===== src/rtl/evtrig_pkg.sv =====
package evtrig_pkg;

  // Per-channel pulse shaping choice
  typedef enum logic {
    PM_FIXED = 1'b0,
    PM_TOT   = 1'b1
  } pmode_e;

  // Config word layout helpers (LSB positions of each field)
  function automatic int en_lsb(input int nch);
    return 0 * nch;
  endfunction

  function automatic int mode_lsb(input int nch);
    return nch;
  endfunction

  function automatic int width_lsb(input int nch);
    return 2 * nch;
  endfunction

endpackage


===== src/rtl/evtrig_sync.sv =====
module evtrig_sync #(
  parameter int W      = 1,
  parameter int STAGES = 2
) (
  input  logic         clk,
  input  logic         rst_n,
  input  logic [W-1:0] d_i,
  output logic [W-1:0] q_o
);

  logic [STAGES-1:0][W-1:0] stg_q;

  always_ff @(posedge clk or negedge rst_n) begin
    if (!rst_n) begin
      stg_q <= '0;
    end else begin
      stg_q[0] <= d_i;
      for (int k = 1; k < STAGES; k++) begin
        stg_q[k] <= stg_q[k-1];
      end
    end
  end

  assign q_o = stg_q[STAGES-1];

endmodule


===== src/rtl/evtrig_chan.sv =====
module evtrig_chan
  import evtrig_pkg::*;
#(
  parameter int WID_W = 8
) (
  input  logic             clk,
  input  logic             rst_n,
  input  logic             q_lvl_i,
  input  logic             i_lvl_i,
  input  logic             en_i,
  input  pmode_e           mode_i,
  input  logic [WID_W-1:0] width_i,
  output logic             trig_o
);

  logic             lvl;
  logic             rise;
  logic             prev_q;
  logic             act_q, act_d;
  logic [WID_W-1:0] cnt_q, cnt_d;
  logic             cnt_en;
  logic             tot_q, tot_d;

  // Next-state logic
  always_comb begin
    lvl    = q_lvl_i | i_lvl_i;
    rise   = lvl & ~prev_q;
    act_d  = act_q;
    cnt_d  = cnt_q;
    cnt_en = 1'b0;
    tot_d  = en_i & lvl & (mode_i == PM_TOT);
    if (!en_i || (mode_i == PM_TOT)) begin
      act_d  = 1'b0;
      cnt_d  = '0;
      cnt_en = act_q;
    end else if (act_q) begin
      // edges during an active pulse are ignored
      if (cnt_q == '0) begin
        act_d = 1'b0;
      end else begin
        cnt_d  = cnt_q - WID_W'(1);
        cnt_en = 1'b1;
      end
    end else if (rise) begin
      act_d  = 1'b1;
      cnt_d  = width_i;
      cnt_en = 1'b1;
    end
  end

  // Registers
  always_ff @(posedge clk or negedge rst_n) begin
    if (!rst_n) begin
      prev_q <= 1'b0;
      act_q  <= 1'b0;
      cnt_q  <= '0;
      tot_q  <= 1'b0;
    end else begin
      prev_q <= lvl;
      act_q  <= act_d;
      tot_q  <= tot_d;
      if (cnt_en) begin
        cnt_q <= cnt_d;
      end
    end
  end

  assign trig_o = (mode_i == PM_TOT) ? tot_q : act_q;

endmodule


===== src/rtl/evtrig_gather.sv =====
module evtrig_gather #(
  parameter int N_DET = 16,
  localparam int NCH  = N_DET + 1
) (
  input  logic [NCH-1:0] trig_i,
  input  logic           ext_sel_i,
  input  logic           ext_lvl_i,
  output logic           event_o,
  output logic           hold_o
);

  logic any_det;
  logic any_all;

  always_comb begin
    any_det = |trig_i[N_DET-1:0];
    any_all = any_det | trig_i[NCH-1];
    event_o = any_det;
    hold_o  = ext_sel_i ? ext_lvl_i : any_all;
  end

endmodule


===== src/rtl/evtrig_core.sv =====
module evtrig_core
  import evtrig_pkg::*;
#(
  parameter int N_DET  = 16,
  parameter int WID_W  = 8,
  localparam int NCH   = N_DET + 1,
  localparam int CFG_W = 2 * NCH + WID_W + 1
) (
  input  logic             clk,
  input  logic             rst_n,
  input  logic [NCH-1:0]   qcmp_i,
  input  logic [NCH-1:0]   icmp_i,
  input  logic             hold_ext_i,
  input  logic [CFG_W-1:0] cfg_i,
  output logic [NCH-1:0]   trig_o,
  output logic             event_o,
  output logic             hold_o
);

  localparam int EN_LSB  = en_lsb(NCH);
  localparam int MD_LSB  = mode_lsb(NCH);
  localparam int WD_LSB  = width_lsb(NCH);
  localparam int HSEL_B  = WD_LSB + WID_W;

  // Reset: asynchronous assert, synchronous release
  logic [1:0] rst_pipe_q;
  logic       rst_int_n;

  always_ff @(posedge clk or negedge rst_n) begin
    if (!rst_n) begin
      rst_pipe_q <= 2'b00;
    end else begin
      rst_pipe_q <= {rst_pipe_q[0], 1'b1};
    end
  end

  assign rst_int_n = rst_pipe_q[1];

  // Configuration fields
  logic [NCH-1:0]   cfg_en;
  logic [NCH-1:0]   cfg_mode;
  logic [WID_W-1:0] cfg_width;
  logic             cfg_hsel;

  assign cfg_en    = cfg_i[EN_LSB +: NCH];
  assign cfg_mode  = cfg_i[MD_LSB +: NCH];
  assign cfg_width = cfg_i[WD_LSB +: WID_W];
  assign cfg_hsel  = cfg_i[HSEL_B];

  // Synchronisers
  logic [NCH-1:0] q_s;
  logic [NCH-1:0] i_s;
  logic           ext_s;

  evtrig_sync #(.W(NCH), .STAGES(2)) u_sync_q (
    .clk(clk), .rst_n(rst_int_n), .d_i(qcmp_i), .q_o(q_s)
  );

  evtrig_sync #(.W(NCH), .STAGES(2)) u_sync_i (
    .clk(clk), .rst_n(rst_int_n), .d_i(icmp_i), .q_o(i_s)
  );

  // third stage aligns the external path with the channel pulse register
  evtrig_sync #(.W(1), .STAGES(3)) u_sync_ext (
    .clk(clk), .rst_n(rst_int_n), .d_i(hold_ext_i), .q_o(ext_s)
  );

  // Channels (index NCH-1 is the summing channel)
  for (genvar g = 0; g < NCH; g++) begin : g_ch
    evtrig_chan #(.WID_W(WID_W)) u_ch (
      .clk     (clk),
      .rst_n   (rst_int_n),
      .q_lvl_i (q_s[g]),
      .i_lvl_i (i_s[g]),
      .en_i    (cfg_en[g]),
      .mode_i  (pmode_e'(cfg_mode[g])),
      .width_i (cfg_width),
      .trig_o  (trig_o[g])
    );
  end

  evtrig_gather #(.N_DET(N_DET)) u_gather (
    .trig_i    (trig_o),
    .ext_sel_i (cfg_hsel),
    .ext_lvl_i (ext_s),
    .event_o   (event_o),
    .hold_o    (hold_o)
  );

endmodule


===== config.mk =====
export PLATFORM = sky130hd
export DESIGN_NAME = evtrig_core
export DESIGN_NICKNAME = d
export VERILOG_FILES = /design/src/rtl/evtrig_pkg.sv /design/src/rtl/evtrig_sync.sv /design/src/rtl/evtrig_chan.sv /design/src/rtl/evtrig_gather.sv /design/src/rtl/evtrig_core.sv
export SDC_FILE = /design/constraint.sdc
export NUM_CORES = 1
export LEC_CHECK = 0
export BUFFER_PORTS_ARGS = -buffer_cell sky130_fd_sc_hd__buf_4
export CAP_MARGIN = 20
export CORE_ASPECT_RATIO = 0.6
export CORE_MARGIN = 2
export CORE_UTILIZATION = 45
export CTS_CLUSTER_DIAMETER = 150
export DETAILED_ROUTE_END_ITERATION = 8
export SETUP_SLACK_MARGIN = 0.4
export SKIP_LAST_GASP = 1
export SLEW_MARGIN = 25
export SYNTH_ARGS = -nofsm -noshare
export SYNTH_HDL_FRONTEND = slang
export SYNTH_SLANG_ARGS = --single-unit

===== constraint.sdc =====
create_clock -name clk -period 8.6 [get_ports clk]
set_input_delay 0 -clock clk [delete_from_list [all_inputs] [get_ports clk]]
set_output_delay 0 -clock clk [all_outputs]
set_load 0.01 [all_outputs]

==> out/qor.yml <==
status: "finished clean"
min_period_ns: 2.91
regToRegStartpoint: "g_ch[14].u_ch.act_q$_DFF_PN0_"
netlist_area_mm2: 0.0138
drt_pass1_iterations: 6
arrival_ns: 2.91
relSlewSlack_pct: 38.5
crit_fanout: 21
nNetsFinal: 1695
final_util_pct: 55.4
fp.coreArea_mm2: 0.0301
rsz0062_at_grt: "no"
fin_skew_ns: 0.0120
vdd_drop_max_mv: 0.142
endpoint_kind: "output port"
cts_resized: 0
hold_path_class: "in2reg"
die_y_um: 140
p_leak_nw: 7.09
yosys-top-cells-count: "dfrtp_1, nor2_1, a21oi_1, nand2_1"
yosys_warnings: 0
synth_fp_nets: 1544
critPathCapture: "hold_o"
clock_path_buffers: 3
startpoint_type: "flip-flop"
clk_pin_slew_ns: 0.06
finalHoldViolations: 0
wirelength_um: 35500
async_flop_share_pct: 100
power_density_mw_per_mm2: 229
synth_edf_count: 0
grt_pass1_wl_um: 57700
tritoncts: "built"
grt_pass1_vias: 10454
max_slew.worst_pin.slew_ns: 0.922
synth-seq-cells: 260
yosys.cell_types.count: 88
maxCapViolCount: 0
fmax_mhz: 343
initial_core_util_pct: 45.9
antenna_found_initial: 0
globalRoute.totalOverflow: 0
drive_above_1_share_pct: 14.2
clk_latency_ns: 0.55
fin_crit_sh_pct: 33.9
io_pins: 99
area_growth_syn_to_layout_pct: 20.5
grt_max_degree: 71
fillerInstances: 2605
syn_area_per_cell_um2: 9.67
detail_route.wl_per_cell_um: 17.7
netlist_instances: 1430
place_hpwl_um: 23600
synth.most_common_cell: "dfrtp_1"
synth_flop_cell: "dfrtp_1"
clock_sinks: 260
vias_per_cell: 5.70
setup_tns_ns: 0
dieArea_mm2: 0.0322
antenna_cells: 0
finalMaxSlewViolations: 0
setup_violations: 0
worstReg2RegEnd: "g_ch[14].u_ch.cnt_q[3]$_DFFE_PN0P_"
htreeDepth: 1
portBuffers: 98
gp_congestion: 0.889
synth_top_cell_area_share_pct: 47.1
yosysTopAreaCell: "dfrtp_1"
reg2reg_setup_slack_ns: 5.94
reg2regPathDepth: 7
drt_iter0_markers: 1066
startpoint: "g_ch[2].u_ch.act_q$_DFF_PN0_"
clockRootBuffer: "clkbuf_16"
postCtsSetupRepairBufs: 0
rows: 49
postRouteAntennaNets: 0
vias: 11444
required_ns: 8.60
ys_seq_area_share_pct: 47.1
die_w_um: 230
path_class: "reg2out"
yosys-top-cells-area: "dfrtp_1, a21oi_1, ha_1"
groute.usage.overall_pct: 22.2
cts_buffers: 27
drc: 0
-- kinds of logic after synthesis --
logic type	after synthesis	share of synthesized area, %
mux	49	3.71
simple gates	492	19.1
other cells	1	0.0271
fa+ha+maj	34	3.08
flops	260	47.1
xor+xnor	31	1.96
buf+inv	155	4.88
compound gates	408	20.2
-- cells in the final DEF, fill, tap and decap left out, types with 9 or more instances in the layout --
cell	count
a22o_1	26
ha_1	34
a31oi_1	17
mux2i_1	31
nand4_1	11
nand3_1	24
and2_1	9
and3_1	23
o32ai_1	10
o21bai_1	10
xnor2_1	14
nand2b_1	24
nor3b_1	13
clkbuf_16	27
or2_2	19
buf_4	104
nand2_1	85
nor2b_1	25
nand3b_1	11
o21ai_0	68
a311oi_1	10
nor2_1	112
o31ai_1	10
xor2_1	17
nor4_1	18
o22ai_1	45
a21oi_1	101
a211oi_1	9
dfrtp_1	259
mux2_2	18
dlygate4sd3_1	100
inv_1	68
or3_1	18
nor3_1	61
-- stage by stage --
stage | power, W | instance area (µm²) | hold slack, ns | worst slack [ns] | std cells
3_5_place_dp | 0.00252 | 14700 | -0.217 | 5.86 | 1858
2_1_floorplan | 0.00228 | 13800 | -0.296 | 0.818 | 1430
4_1_cts | 0.00383 | 16600 | 0.0738 | 5.71 | 2007
5_1_grt | 0.00405 | 16700 | 0.0787 | 5.56 | 2009
6_report | 0.00381 | 16700 | 0.0967 | 5.69 | 2009
3_3_place_gp | 0.00251 | 14700 | -0.216 | 5.88 | 1858
-- flip-flops by register name, indices dropped and copies added (netlist names) --
signal,cells
u_sync_q.q_o,17
u_sync_i.q_o,17
rst_pipe_q,2
u_sync_ext.q_o,1
u_sync_q.stg_q,17
g_ch.u_ch.cnt_q,136
g_ch.u_ch.prev_q,17
g_ch.u_ch.tot_q,17
u_sync_ext.stg_q,2
g_ch.u_ch.act_q,17
u_sync_i.stg_q,17
-- per-layer routing --
layer  routed length [µm]  global-route usage [%]  part of all wire, %  vias up
met4                  518                    3.67                  1.5        0
met3                 2120                    3.57                  6.0       42
met2                14800                    31.4                   42      364
met5                    0                       0                    0        -
li1                     -                       -                    -     5545
met1                18000                    35.7                   51     5493
-- report_power, final --
group	internal [W]	total, W	leakage (nW)	switching (W)
combinational	0.000431	0.000889	3.45	0.000458
clock	0.000752	0.00125	0.465	0.000497
sequential	0.00142	0.00168	3.17	0.000257
-- what timing repair did --
item	in CTS	in global routing
endpoints found under the setup margin	0	0
hold buffers	100	0
endpoints found under the hold margin	148	0
-- worst max-delay path, stage by stage, from the launching register on --
cell     delay (ns)
dfrtp_1        0.61
mux2_2         0.39
nor4_1         0.62
nand4_1        0.32
nor3_1         0.21
a21oi_1        0.06
buf_4          0.14
-- worst min-delay path by stage --
stage,cells after the start,startpoint,end
finish,2,icmp_i[2],u_sync_i.stg_q[2]$_DFF_PN0_
global route,2,icmp_i[11],u_sync_i.stg_q[11]$_DFF_PN0_
CTS,2,icmp_i[9],u_sync_i.stg_q[9]$_DFF_PN0_
detailed placement,1,rst_n,rst_pipe_q[0]$_DFF_PN0_
global placement,1,rst_n,rst_pipe_q[0]$_DFF_PN0_
floorplan,0,rst_n,rst_pipe_q[0]$_DFF_PN0_
-- layout make-up --
class | instances | area [µm²] | area share (%)
inverters | 73 | 274 | 1.64
flip-flops and latches | 260 | 6510 | 39.1
well taps | 408 | 510 | 3.06
clock inverters | 16 | 214 | 1.28
repair buffers | 204 | 1780 | 10.7
clock buffers | 33 | 728 | 4.37
multi-input cells | 1015 | 6650 | 39.9
Note: power is estimated with default switching activity, not from simulation.
